$ cat src/rtl/apbw_pkg.sv
package apbw_pkg;

    localparam int BUS_W    = 32;
    localparam int LANES    = BUS_W / 8;
    localparam int NUM_REGS = 4;

    typedef logic [BUS_W-1:0] word_t;
    typedef logic [LANES-1:0] lanes_t;

    // Word index of each register; the decoder keys on these.
    typedef enum logic [1:0] {
        RID_CTRL  = 2'd0,
        RID_STAT  = 2'd1,
        RID_IFLAG = 2'd2,
        RID_CMD   = 2'd3
    } reg_id_e;

    // Sequencer phase: ACK is the single completing cycle.
    typedef enum logic {
        PH_IDLE = 1'b0,
        PH_ACK  = 1'b1
    } phase_e;

    typedef struct packed {
        logic [NUM_REGS-1:0] onehot;
        logic                miss;
    } decode_t;

    typedef struct packed {
        logic done;
        logic wr;
        logic rd;
    } xfer_t;

    // Expand one strobe bit per lane into a full-width bit mask.
    function automatic word_t lane_mask(input lanes_t strb);
        word_t m;
        m = '0;
        for (int i = 0; i < LANES; i++) begin
            m[i*8 +: 8] = {8{strb[i]}};
        end
        return m;
    endfunction

    // Take new bytes only on lanes whose strobe is set.
    function automatic word_t lane_merge(input word_t cur, input word_t nxt,
                                         input lanes_t strb);
        word_t m;
        m = lane_mask(strb);
        return (cur & ~m) | (nxt & m);
    endfunction

endpackage

$ cat src/rtl/apbw_decode.sv
module apbw_decode
    import apbw_pkg::*;
#(
    parameter int ADDR_W = 12
) (
    input  logic              psel,
    input  logic [ADDR_W-1:0] paddr,
    output decode_t           dec
);
    localparam int IDX_W = ADDR_W - 2;

    logic [IDX_W-1:0]    word_idx;
    logic [NUM_REGS-1:0] hit;

    assign word_idx = paddr[ADDR_W-1:2];

    for (genvar g = 0; g < NUM_REGS; g++) begin : g_hit
        assign hit[g] = psel && (word_idx == IDX_W'(g));
    end

    always_comb begin
        dec        = '0;
        dec.onehot = hit;
        dec.miss   = psel && (hit == '0);
    end

endmodule

$ cat src/rtl/apbw_handshake.sv
module apbw_handshake
    import apbw_pkg::*;
(
    input  logic  clk,
    input  logic  presetn,
    input  logic  psel,
    input  logic  penable,
    input  logic  pwrite,
    output logic  pready,
    output xfer_t xf
);
    phase_e phase_q, phase_d;

    always_comb begin
        phase_d = PH_IDLE;
        unique case (phase_q)
            PH_IDLE: phase_d = (psel && penable) ? PH_ACK : PH_IDLE;
            PH_ACK:  phase_d = PH_IDLE;
            default: phase_d = PH_IDLE;
        endcase
    end

    always_ff @(posedge clk) begin
        if (!presetn) begin
            phase_q <= PH_IDLE;
        end else begin
            phase_q <= phase_d;
        end
    end

    // Ready is a pure decode of the phase register: no input-to-output path.
    assign pready = (phase_q == PH_ACK);

    always_comb begin
        xf      = '0;
        xf.done = pready && psel && penable;
        xf.wr   = xf.done && pwrite;
        xf.rd   = xf.done && !pwrite;
    end

endmodule

$ cat src/rtl/apbw_regbank.sv
module apbw_regbank
    import apbw_pkg::*;
(
    input  logic                clk,
    input  logic                presetn,
    input  xfer_t               xf,
    input  logic [NUM_REGS-1:0] sel,
    input  word_t               pwdata,
    input  lanes_t              pstrb,
    input  word_t               hw_status,
    input  logic                hw_event,
    output word_t               ctrl_q,
    output word_t               stat_q,
    output word_t               iflag_q,
    output logic                cmd_strobe
);
    logic  wr_ctrl, wr_iflag, wr_cmd;
    word_t iflag_d;

    assign wr_ctrl  = xf.wr && sel[RID_CTRL];
    assign wr_iflag = xf.wr && sel[RID_IFLAG];
    assign wr_cmd   = xf.wr && sel[RID_CMD];

    always_comb begin
        iflag_d = iflag_q;
        if (wr_iflag) begin
            iflag_d = iflag_q & ~(lane_mask(pstrb) & pwdata);
        end
        if (hw_event) begin
            iflag_d[0] = 1'b1;
        end
    end

    always_ff @(posedge clk) begin
        if (!presetn) begin
            ctrl_q     <= '0;
            stat_q     <= '0;
            iflag_q    <= '0;
            cmd_strobe <= 1'b0;
        end else begin
            if (wr_ctrl) begin
                ctrl_q <= lane_merge(ctrl_q, pwdata, pstrb);
            end
            stat_q     <= hw_status;
            iflag_q    <= iflag_d;
            cmd_strobe <= wr_cmd;
        end
    end

endmodule

$ cat src/rtl/apbw_slave.sv
module apbw_slave
    import apbw_pkg::*;
#(
    parameter int ADDR_W = 12
) (
    input  logic                   clk,
    input  logic                   presetn,
    input  logic                   psel,
    input  logic                   penable,
    input  logic                   pwrite,
    input  logic [ADDR_W-1:0]      paddr,
    input  logic [apbw_pkg::BUS_W-1:0] pwdata,
    input  logic [apbw_pkg::LANES-1:0] pstrb,
    output logic [apbw_pkg::BUS_W-1:0] prdata,
    output logic                   pready,
    output logic                   pslverr,
    input  logic [apbw_pkg::BUS_W-1:0] hw_status,
    input  logic                   hw_event,
    output logic [apbw_pkg::BUS_W-1:0] ctrl_out,
    output logic                   cmd_strobe
);
    decode_t dec;
    xfer_t   xf;
    word_t   ctrl_q, stat_q, iflag_q;

    apbw_decode #(.ADDR_W(ADDR_W)) u_dec (
        .psel  (psel),
        .paddr (paddr),
        .dec   (dec)
    );

    apbw_handshake u_hs (
        .clk     (clk),
        .presetn (presetn),
        .psel    (psel),
        .penable (penable),
        .pwrite  (pwrite),
        .pready  (pready),
        .xf      (xf)
    );

    apbw_regbank u_bank (
        .clk        (clk),
        .presetn    (presetn),
        .xf         (xf),
        .sel        (dec.onehot),
        .pwdata     (pwdata),
        .pstrb      (pstrb),
        .hw_status  (hw_status),
        .hw_event   (hw_event),
        .ctrl_q     (ctrl_q),
        .stat_q     (stat_q),
        .iflag_q    (iflag_q),
        .cmd_strobe (cmd_strobe)
    );

    // Read mux: zero unless a readable register is selected.
    always_comb begin
        prdata = '0;
        unique case (1'b1)
            dec.onehot[RID_CTRL]:  prdata = ctrl_q;
            dec.onehot[RID_STAT]:  prdata = stat_q;
            dec.onehot[RID_IFLAG]: prdata = iflag_q;
            default:               prdata = '0;
        endcase
    end

    assign pslverr  = xf.done && dec.miss;
    assign ctrl_out = ctrl_q;

endmodule

$ cat config.mk
export PLATFORM = sky130hd
export DESIGN_NAME = apbw_slave
export DESIGN_NICKNAME = d
export VERILOG_FILES = /design/src/rtl/apbw_pkg.sv /design/src/rtl/apbw_decode.sv /design/src/rtl/apbw_handshake.sv /design/src/rtl/apbw_regbank.sv /design/src/rtl/apbw_slave.sv
export SDC_FILE = /design/constraint.sdc
export NUM_CORES = 1
export LEC_CHECK = 0
export BUFFER_PORTS_ARGS = -buffer_cell sky130_fd_sc_hd__clkbuf_2
export CAP_MARGIN = 0
export CORE_MARGIN = 2
export CORE_UTILIZATION = 30
export DETAILED_ROUTE_END_ITERATION = 16
export SKIP_CTS_REPAIR_TIMING = 1
export SYNTH_ARGS = -nofsm -noshare
export SYNTH_HDL_FRONTEND = slang
export SYNTH_SLANG_ARGS = --single-unit
$ cat constraint.sdc
create_clock -name clk -period 2.3 [get_ports clk]
set_clock_uncertainty 0.2 [all_clocks]
set_input_delay 0.23 -clock clk [delete_from_list [all_inputs] [get_ports clk]]
set_output_delay 0.23 -clock clk [all_outputs]
set_load 0.01 [all_outputs]
[Yosys cells after proc, flatten, opt, wreduce, memory -nomap -nowiden]
Index checks and enable logic that the tools add are counted.
Word-level totals
  flip-flop bits (word level): 98
  input port bits: 86
  output and inout port bits: 67
  logic and storage cells: 37
Cells by class
  equality and inequality tests: 3
  mux-type cells: 5
  bitwise gates (word level): 7
  reductions and logical operators: 16
Operator list (count)
  32-bit bitwise AND: 3
  32-bit case mux with 3 select lines: 1
  32-bit inverter: 2
  32-bit bitwise OR: 1
  10-bit by 2-bit == test with 1-bit output, second input constant: 2
  1-bit logical AND: 13
  10-bit by 1-bit == test with 1-bit output, second input constant: 1
  10-bit logical NOT: 1
  4-bit logical NOT: 1
  1-bit two-way mux: 3
  1-bit case mux with 2 select lines: 1
  2-bit nonzero test: 1
  1-bit inverter: 1

[Logic depth before layout (Yosys ltp)]
Gate-level depths: netlist of run 1.
  depth after elaboration: 6
  mapped depth: 6
  gate-level depth less buffers: 4

[Cells and area by module]
Synthesis of run 1 repeated with hierarchy kept, for this count alone.
Unflattened totals
  cells, all modules: 410
  area total of the unflattened synthesis: 3842.4 µm²
Modules (own cells, without submodules)
  apbw_regbank: times used 1, cells an instance 321, area an instance 3206.8 µm², sequential area each 1941.9 µm²
  apbw_slave: times used 1, cells an instance 74, area an instance 510.5 µm², sequential area each 0.0 µm²
  apbw_decode: times used 1, cells an instance 10, area an instance 68.8 µm², sequential area each 0.0 µm²
  apbw_handshake: times used 1, cells an instance 5, area an instance 56.3 µm², sequential area each 20.0 µm²

[Worst setup path before layout of run 1]
Ideal clock, no wire load.
  path type: input port to output port
  from: input port paddr[6]
  to: output port prdata[0] (netlist bit)
  data arrival time: 1.708 ns
  data required time: 1.870 ns
  slack: 0.162 ns
  cell stages on the path: 6
  buffers on the path: 2
  cell sequence: or4_1 > buf_2 > nor4_2 > buf_2 > a222oi_1 > inv_1
Between the ends
  longest elaborated chain between the ends: 3
  elaborated cells between the ends (all ways): 7
  those cells by class: eq/ne (2); mux (1); reduce/logical (4)
Ends and longest elaborated chain
  start: declaration: line apbw_slave.sv:11  | input logic [ADDR_W-1:0] paddr,
  10-bit by 2-bit == test with 1-bit output, or another cell as far along: line apbw_decode.sv:18  | assign hit[g] = psel && (word_idx == IDX_W'(g));
  1-bit logical AND: line apbw_decode.sv:18
  32-bit case mux with 3 select lines (*): line apbw_slave.sv:60  | unique case (1'b1)
  end: declaration: line apbw_slave.sv:14  | output logic [apbw_pkg::BUS_W-1:0] prdata,
Every way passes the cells marked *; elsewhere a longest branch is shown, timed or not.

[Worst setup path in the final report of run 1]
  from: input port paddr[6]
  to: output port prdata[2] (netlist bit)
The elaborated chain is that of the path after synthesis.

==> summary.txt, run 1 <==
Critical path
  – Crit-path max FO: 8
  – Flop2flop setup slack: roughly 0.40 ns
  – Crit path to: prdata[2]
  – Critical path launch point: paddr[6]
  – Crit Path Class: in2out
  – Capturing point of the worst reg2reg path: u_bank.iflag_q[4]
  – R2r worst-path depth: 4
  – Startpoint Class: primary input
  – Required @ worst endpoint: about 1.9 ns
  – WP data arrival: roughly 1.8 ns
  – Crit. End Element: primary output
  – Worst r2r src: u_hs.pready

Logic synthesis
  – Cells after Synth: about 420
  – Netlist cell types: 29
  – #FFs+latches synth: 98
  – Register area share after synthesis: roughly 51%
  – Syn nets: just over 500
  – Syn_area_per_cell: slightly above 9 sq um
  – Yosys warnings: 0
  – Syn Std Cell Area: between 3000 and 4000 sq um

Floorplan
  – Starting density of the core: around 30%
  – Core box area: between 10,000 and 15,000 sq um
  – Boundary pin count: ~150
  – Die span in y: between 100 and 150 um
  – DIE AREA: approximately 14,000 sq um
  – Rows: between 40 and 50
  – Width of the die: roughly 120 um

Clocking
  – Clk buf depth: 2
  – H-tree levels: 3
  – CTS Root Cell: clkbuf_16
  – Clk sink count: 98
  – CTS clk-pin slew, worst paths: 0.06 ns
  – Num CTS Buffers: 9
  – CTS tree: done
  – Worst-Skew Late Latency: roughly 0.34 ns

Status
  – Run status: finished, violations left
  – Violated checks: hold timing

Job
  – Max-cap violations: 0

STA
  – Worst hold slack: -0.005402 ns
  – Tcrit/Tclk final: between 90 and 100%
  – Fmax: about 440 MHz
  – Fin. max-slew vios: 0
  – Final-report hold violation count: 1
  – Worst slew pin tran: roughly 0.51 ns
  – Final Setup Violations: 0
  – Max_slew headroom: around 66%
  – Fin crit period: 2.273 ns

GRT
  – Vias in the first global route: about 3,600
  – Largest net degree at the start of global routing: between 60 and 70
  – Gr ovfl total: 0
  – Initial antenna violation count: 0
  – All-Layer GR Usage: 16.14%
  – First-pass GRT wire length: between 15,000 and 20,000 um

Final layout
  – Final #Nets: a little over 700
  – Filler cells: about 1,200
  – Most frequent cells in the layout: clkbuf_2, dfxtp_1, dlygate4sd3_1, nand2_1
  – Antenna fix cells: 0
  – Most common cell after layout, fill and taps aside: clkbuf_2
  – Share of post-route cells with drive strength above 1: roughly a third
  – Sequential Area: 1962 sq um
  – Multi-input logic area: 1663 sq um
  – Layout area overhead: 53.33%
  – Design Area, Final: a little under 6000 sq um
  – Fin cells: ~800

Hold path
  – HP Class: in2reg

Power and ir drop
  – Max VDD drop: roughly 290 uV
  – Lkg Pwr: roughly 2.7 nW
  – PwrDens: 579.0 nW/um^2

Placed design
  – Placer Congestion: just under 0.8
  – HPWL Detailed: ~8000 um
  – Placed cell areas: about 4900 sq um
  – Port bufs: 150
  – Cells after DPL: roughly 730

Route
  – Residual DRC count: 0
  – WL/cell: 15.28 um
  – Vias per cell: 4.855
  – Total Wirelength: ~12,000 um
  – Iter 0 DRT Violations: roughly 280
  – Post-route ant nets: 0
  – Via Count: 3,957
  – First-pass detailed-route iteration total: 8
==> worst min path at each step <==
| stage | from | end | slack, ns | cells after the start |
|---|---|---|---|---|
| after floorplan | pwdata[31] | u_bank.iflag_q[31] | 0.12 | 1 |
| after global placement | u_bank.iflag_q[28] | u_bank.iflag_q[28] | 0.22 | 2 |
| after detailed placement | u_bank.iflag_q[21] | u_bank.iflag_q[21] | 0.22 | 2 |
| after CTS | pwdata[6] | u_bank.iflag_q[6] | -0.14 | 2 |
| after global routing | penable | u_hs.pready | 0.008 | 2 |
| final | penable | u_hs.pready | -0.005 | 2 |
==> final cells by class <==
type	instances	area share (%)
inverter	32	2.022
timing repair buffer	242	28.57
clock inverter	1	0.1475
multi-input combinational	256	28.00
clock buffer	14	4.613
tap	172	3.623
sequential	98	33.03
==> critical path: stages <==
cell and delay [ns]:
clkbuf_2 0.08, or4_4 0.52, buf_6 0.16, nor4_4 0.18, buf_4 0.18, buf_4 0.16, a222oi_1 0.11, inv_1 0.09
clkbuf_2 0.13
==> metal layers <==
layer | GRT usage, % | part of all wire (%) | up-vias
li1 | - | - | 1936
met1 | 19.01 | 42 | 1855
met2 | 27.43 | 50 | 147
met3 | 4.021 | 5.8 | 19
met4 | 7.681 | 2.0 | 0
met5 | 0 | 0 | -
==> Yosys cell counts <==
| cell | count | area (sq um) |
|---|---|---|
| dfxtp_1 | 98 | 1962 |
| nand2_1 | 35 | 131.4 |
| and2_1 | 33 | 206.5 |
| nand3_1 | 33 | 165.2 |
| a21boi_1 | 32 | 240.2 |
| a222oi_1 | 32 | 320.3 |
| inv_1 | 32 | 120.1 |
| a21oi_1 | 31 | 155.2 |
| o21ai_1 | 30 | 150.1 |
| clkbuf_1 | 16 | 60.06 |
| buf_2 | 13 | 65.06 |
| nor2_4 | 4 | 45.04 |
| and2_0 | 3 | 18.77 |
| buf_6 | 3 | 33.78 |
| nand2b_1 | 3 | 18.77 |
| nor4_2 | 3 | 37.54 |
| o21ai_0 | 3 | 15.01 |
| or2_2 | 2 | 12.51 |
| or4_4 | 2 | 22.52 |
| and4b_1 | 1 | 10.01 |
| nand4_1 | 1 | 6.260 |
| nor2_1 | 1 | 3.750 |
| nor2b_1 | 1 | 6.260 |
| nor4_1 | 1 | 6.260 |
| nor4_4 | 1 | 21.27 |
| nor4b_2 | 1 | 15.01 |
| o2111a_1 | 1 | 11.26 |
| or3_1 | 1 | 6.260 |
| or4_1 | 1 | 7.510 |
==> metrics by stage <==
stage | power, mW | utilization, % | setup slack, ns | TNS, ns
CTS | 3.396 | 40.95 | -0.1628 | -3.100
global route | 3.581 | 47.07 | -0.02304 | -0.09319
finish | 3.439 | 47.07 | 0.02690 | 0
floorplan | 1.847 | - | 0.1621 | 0
detailed placement | 1.959 | 38.71 | -0.1575 | -5.630
global placement | 1.956 | 38.71 | -0.1536 | -4.954
==> where the power goes <==
group | total [mW] | switching, mW | internal (mW)
logic | 0.275 | 0.112 | 0.163
registers | 1.74 | 0.00897 | 1.73
clock network | 1.43 | 0.607 | 0.819
total | 3.44 | 0.728 | 2.71
==> kinds of logic after synthesis <==
kind of cell           count (synthesis)  synth area share, %
DFF                                   98                50.65
buffers and inverters                 64                7.203
and+or+nand+nor                      127                19.12
AOI/OAI and AO/OA                    129                23.03
Note: power is estimated with default switching activity, not from simulation.
==> run 2, diff against run 1 <==
==> constraint.sdc (replaced) <==
create_clock -name clk -period 2.3 [get_ports clk]
set_clock_uncertainty 0.2 [all_clocks]
set_input_delay 0.46 -clock clk [delete_from_list [all_inputs] [get_ports clk]]
set_output_delay 0.46 -clock clk [all_outputs]
set_load 0.01 [all_outputs]
==> summary.txt, run 2 (synthesis results as in run 1) <==
Floorplan
  – Core box area: ~13,000 sq um
  – Width of the die: between 100 and 150 um
  – DIE AREA: between 10,000 and 15,000 sq um
  – Boundary pin count: approximately 150
  – Starting density of the core: slightly above 30%
  – Rows: 41
  – Die span in y: 117.6 um

Route
  – Residual DRC count: 0
  – Iter 0 DRT Violations: roughly 350
  – First-pass detailed-route iteration total: 6
  – WL/cell: roughly 16 um
  – Post-route ant nets: 0
  – Vias per cell: around 4.9
  – Total Wirelength: 11,610 um
  – Via Count: roughly 3,700

Final layout
  – Filler cells: 1,269
  – Layout area overhead: 37.73%
  – Antenna fix cells: 0
  – Fin cells: between 700 and 800
  – Final #Nets: 657
  – Share of post-route cells with drive strength above 1: a little over a third
  – Most frequent cells in the layout: clkbuf_2, dfxtp_1, nand2_1, and2_1, nand3_1
  – Design Area, Final: 5335 sq um
  – Most common cell after layout, fill and taps aside: clkbuf_2

Job
  – Max-cap violations: 0

Critical path
  – Top Family by Delay on Critical Path: simple AND/OR/NAND/NOR gates
  – Crit path to: prdata[29]
  – Capturing point of the worst reg2reg path: u_bank.iflag_q[30]
  – Critical path launch point: paddr[6]
  – Crit. End Element: primary output
  – Crit Path Class: in2out
  – Crit-path max FO: 8
  – Startpoint Class: primary input
  – CP Cell Sequence: clkbuf_2 -> or4_4 -> nor4_4 -> buf_6 -> clkbuf_16 -> a222oi_1 -> inv_1 -> buf_2
  – Number of cells on the critical path: 8
  – Biggest cell delay along the critical path: about 0.60 ns
  – R2r worst-path depth: 4
  – Required @ worst endpoint: around 1.6 ns
  – Buf+Inv Stages, Crit Path: 5
  – Worst r2r src: u_hs.pready
  – WP data arrival: between 1.5 and 2 ns
  – Flop2flop setup slack: 0.46 ns
  – Slowest-stage cell, CP: or4_4

Clocking
  – CTS Root Cell: clkbuf_16
  – Clk buf depth: 2
  – Clk sink count: between 90 and 100
  – CTS tree: done
  – Num CTS Buffers: 9
  – CTS clk-pin slew, worst paths: ~0.06 ns
  – Worst-Skew Late Latency: about 0.34 ns
  – H-tree levels: 3

STA
  – Tcrit/Tclk final: 113.9%
  – Final Setup Violations: 33
  – Fin crit period: around 2.6 ns
  – Worst slew pin tran: 0.4761 ns
  – Max_slew headroom: 68.26%
  – RSZ-0062 raised after global routing: true
  – Fmax: about 380 MHz
  – Final-report hold violation count: 0
  – Setup ws final: -0.3206 ns
  – Fin. max-slew vios: 0

Placed design
  – Placed cell areas: 4916 sq um
  – HPWL Detailed: roughly 7600 um
  – Cells after DPL: 727
  – Placer Congestion: about 0.73
  – DP Worst Slack: -0.3486 ns
  – Port bufs: 150

Status
  – Violated checks: setup timing
  – Run status: finished, violations left

Power and ir drop
  – Lkg Pwr: around 2.5 nW
  – Total power: 3.509 mW
  – PwrDens: approximately 660 nW/um^2
  – Max VDD drop: 346.6 uV

GRT
  – All-Layer GR Usage: roughly 16%
  – Initial antenna violation count: 0
  – Vias in the first global route: ~3,600
  – First-pass GRT wire length: 17,640 um
  – Gr ovfl total: 0
  – Largest net degree at the start of global routing: 53

Hold path
  – HP Class: in2reg
run 2: per-layer routing:
metal  GRT usage, %  wire (um)  vias up
met3          5.572        804        7
met4          4.066        104        0
met5              0          0        -
met1          18.72       5059     1731
li1               -          -     1801
met2          27.25       5640      146
run 2: final cells by class:
type / instances / area (sq um) / area share [%]
clock buffer: 9 / 225.2 / 4.221
clock inverter: 7 / 91.34 / 1.712
inverter: 32 / 120.1 / 2.251
multi-input combinational: 256 / 1668 / 31.26
sequential: 98 / 1962 / 36.77
tap: 172 / 215.2 / 4.034
timing repair buffer: 174 / 1054 / 19.75
run 2: per-stage QoR:
| stage | setup TNS (ns) | hold slack, ns | utilization (%) |
|---|---|---|---|
| floorplan | -4.569 | 0.2115 | - |
| global placement | -24.27 | 0.2186 | 38.96 |
| detailed placement | -26.08 | 0.2212 | 38.96 |
| CTS | -10.37 | 0.08276 | 41.46 |
| global route | -11.85 | 0.09180 | 42.28 |
| finish | -9.492 | 0.09750 | 42.28 |
run 2: worst min-delay path by stage:
stage / from / endpoint / slack [ns] / cells after the start
after detailed placement: u_bank.iflag_q[21] / u_bank.iflag_q[21] / 0.22 / 2
after global routing: pwdata[11] / u_bank.iflag_q[11] / 0.09 / 2
after global placement: u_bank.iflag_q[5] / u_bank.iflag_q[5] / 0.22 / 2
after CTS: pwdata[1] / u_bank.iflag_q[1] / 0.08 / 2
final: pwdata[1] / u_bank.iflag_q[1] / 0.1 / 2
after floorplan: u_bank.iflag_q[31] / u_bank.iflag_q[31] / 0.21 / 2
run 2: power breakdown:
part / total (mW) / switching, mW / internal [mW]
Clock: 1.58 / 0.635 / 0.950
Combinational: 0.187 / 0.0935 / 0.0936
Sequential: 1.74 / 0.00895 / 1.73
Total: 3.51 / 0.737 / 2.77
==> run 3, diff against run 2 <==
- ABC_AREA: not set -> 1
- CTS_BUF_LIST: not set -> sky130_fd_sc_hd__clkbuf_8
==> summary.txt, run 3 <==
Floorplan
  – Core box area: 14,420 sq um
  – Rows: 44
  – Width of the die: between 100 and 150 um
  – Starting density of the core: a little under a third
  – Die span in y: approximately 130 um
  – Boundary pin count: roughly 150
  – DIE AREA: about 16,000 sq um

GRT
  – Gr ovfl total: 0
  – Vias in the first global route: 4,118
  – First-pass GRT wire length: just over 20,000 um
  – Initial antenna violation count: 0
  – All-Layer GR Usage: between 10% and 20%
  – Largest net degree at the start of global routing: 45

Final layout
  – Sequential Area: 1962 sq um
  – Antenna fix cells: 0
  – Filler cells: between 1,500 and 2,000
  – Layout area overhead: 32.63%
  – Most frequent cells in the layout: nand2_1, inv_1, clkbuf_2, dfxtp_1, o21bai_1
  – Finished Core Util: around two fifths
  – Share of post-route cells with drive strength above 1: 28.63%
  – Final #Nets: 860
  – Design Area, Final: slightly below 6000 sq um
  – Multi-input logic area: around 1900 sq um
  – Most common cell after layout, fill and taps aside: nand2_1

Placed design
  – Placer Congestion: around 0.73
  – Placed cell areas: ~5500 sq um
  – DP Worst Slack: -0.06478 ns
  – Port bufs: 150
  – HPWL Detailed: 8982 um

Status
  – Run status: finished, violations left
  – Violated checks: setup timing

STA
  – Max_slew headroom: between 60% and 70%
  – Fmax: 433.7 MHz
  – Fin crit period: 2.306 ns
  – Final Setup Violations: 1
  – Final-report hold violation count: 0
  – Fin. max-slew vios: 0
  – Tcrit/Tclk final: 100.2%
  – Setup ws final: -0.005722 ns
  – RSZ-0062 raised after global routing: true
  – Worst slew pin tran: approximately 0.51 ns

Logic synthesis
  – Cells after Synth: 618
  – Most frequent cell after synthesis: nand2_1
  – Syn_area_per_cell: a little over 7 sq um
  – Number of synthesized flops with an enable pin: 0
  – Share of the synthesized area in the top cell type: approximately 45%
  – Register area share after synthesis: around 45%
  – Syn nets: a little over 700
  – Post-synth top cells: nand2_1, inv_1, dfxtp_1, o21bai_1, nand3_1
  – Yosys warnings: 0
  – Netlist cell types: 22
  – Async S/R FF share, synth: 0%
  – Top post-synthesis cells by area: dfxtp_1, nand2_1, inv_1
  – #FFs+latches synth: 98
  – Syn Std Cell Area: around 4400 sq um
  – Top_reg_cell synth: dfxtp_1
  – Leading area contributor after synthesis: dfxtp_1

Critical path
  – Startpoint Class: primary input
  – Crit-path max FO: 7
  – WP data arrival: between 1.5 and 2 ns
  – Crit Path Class: in2out
  – Flop2flop setup slack: between 0.6 and 0.7 ns
  – Required @ worst endpoint: between 1.5 and 2 ns
  – Crit. End Element: primary output

Route
  – Vias per cell: 4.408
  – Post-route ant nets: 0
  – Total Wirelength: ~13,000 um
  – Residual DRC count: 0
  – First-pass detailed-route iteration total: 4
  – Via Count: around 4,200
  – Iter 0 DRT Violations: 137
  – WL/cell: approximately 13 um

Clocking
  – CTS Root Cell: clkbuf_8
  – Num CTS Buffers: 9
  – Clk sink count: a little under 100
  – CTS clk-pin slew, worst paths: around 0.090 ns
  – Clk buf depth: 2
  – H-tree levels: 3
  – Worst-Skew Late Latency: about 0.36 ns
  – CTS tree: done

Hold path
  – HP Class: in2reg

Power and ir drop
  – Lkg Pwr: 3.139 nW
  – PwrDens: approximately 510 nW/um^2
  – Max VDD drop: around 210 uV

Job
  – Max-cap violations: 0
[run 3: cell count changes after synthesis, sizes merged, moves of 7 or more]
cell / before / now
nand3: 33 / 40
o211ai: 0 / 30
and2: 36 / 1
a21boi: 32 / 0
buf: 16 / 9
clkbuf: 16 / 26
nor2: 5 / 39
o21ai: 33 / 0
a21oi: 31 / 3
nand2: 35 / 170
a222oi: 32 / 0
o21bai: 0 / 59
inv: 32 / 133
[run 3: final timing paths]
kind / startpoint / endpoint / cells past startpoint
max: paddr[4] / prdata[3] / 9
min: hw_status[18] / u_bank.stat_q[18] / 3
max reg2reg: u_hs.pready / flip-flop / 6
min reg2reg: u_hs.pready / u_hs.pready / 1
[run 3: cell type report]
cell class,instances,area share (%)
Sequential cell,98,33.66
Multi-Input combinational cell,352,32.10
Timing Repair Buffer,180,18.89
Inverter,133,8.566
Tap cell,184,3.950
Clock buffer,10,2.362
Clock inverter,6,0.4723
[run 3: cell families after synthesis]
family                 after synthesis  synth area share (%)
buffers and inverters              168                 14.98
and+or+nand+nor                    260                 24.83
DFF                                 98                 44.65
AOI/OAI and AO/OA                   92                 15.55
[run 3: critical path, stage by stage]
cell      delay [ns]
buf_6           0.10
nor2_4          0.10
nand2_2         0.07
nor2_4          0.19
and2_4          0.26
buf_12          0.15
nand2_1         0.05
o211ai_1        0.10
buf_2           0.17
[run 3: metrics by stage]
step	instances	total power [mW]	setup TNS, ns	hold WS (ns)
2_1_floorplan	618	1.870	0	0.2324
3_3_place_gp	946	2.000	-0.2982	0.2283
3_5_place_dp	946	2.001	-0.5827	0.2384
4_1_cts	962	3.013	-0.6019	0.03868
5_1_grt	963	3.128	-2.240	0.05435
6_report	963	2.963	-0.005722	0.06532
[run 3: where the power goes]
group,total (mW),switching (mW),internal [mW],leakage (nW)
logic,0.230,0.125,0.105,2.24
registers,1.74,0.00928,1.73,0.798
clock network,0.997,0.590,0.407,0.0973
total,2.96,0.724,2.24,3.14
[run 3: layer usage]
| layer | part of all wire (%) | track usage, % | vias to the layer above |
|---|---|---|---|
| met3 | 5.0 | 2.696 | 20 |
| met5 | 0 | 0 | - |
| met1 | 45 | 21.13 | 1916 |
| met2 | 47 | 27.72 | 121 |
| li1 | - | - | 2188 |
| met4 | 2.5 | 6.667 | 0 |
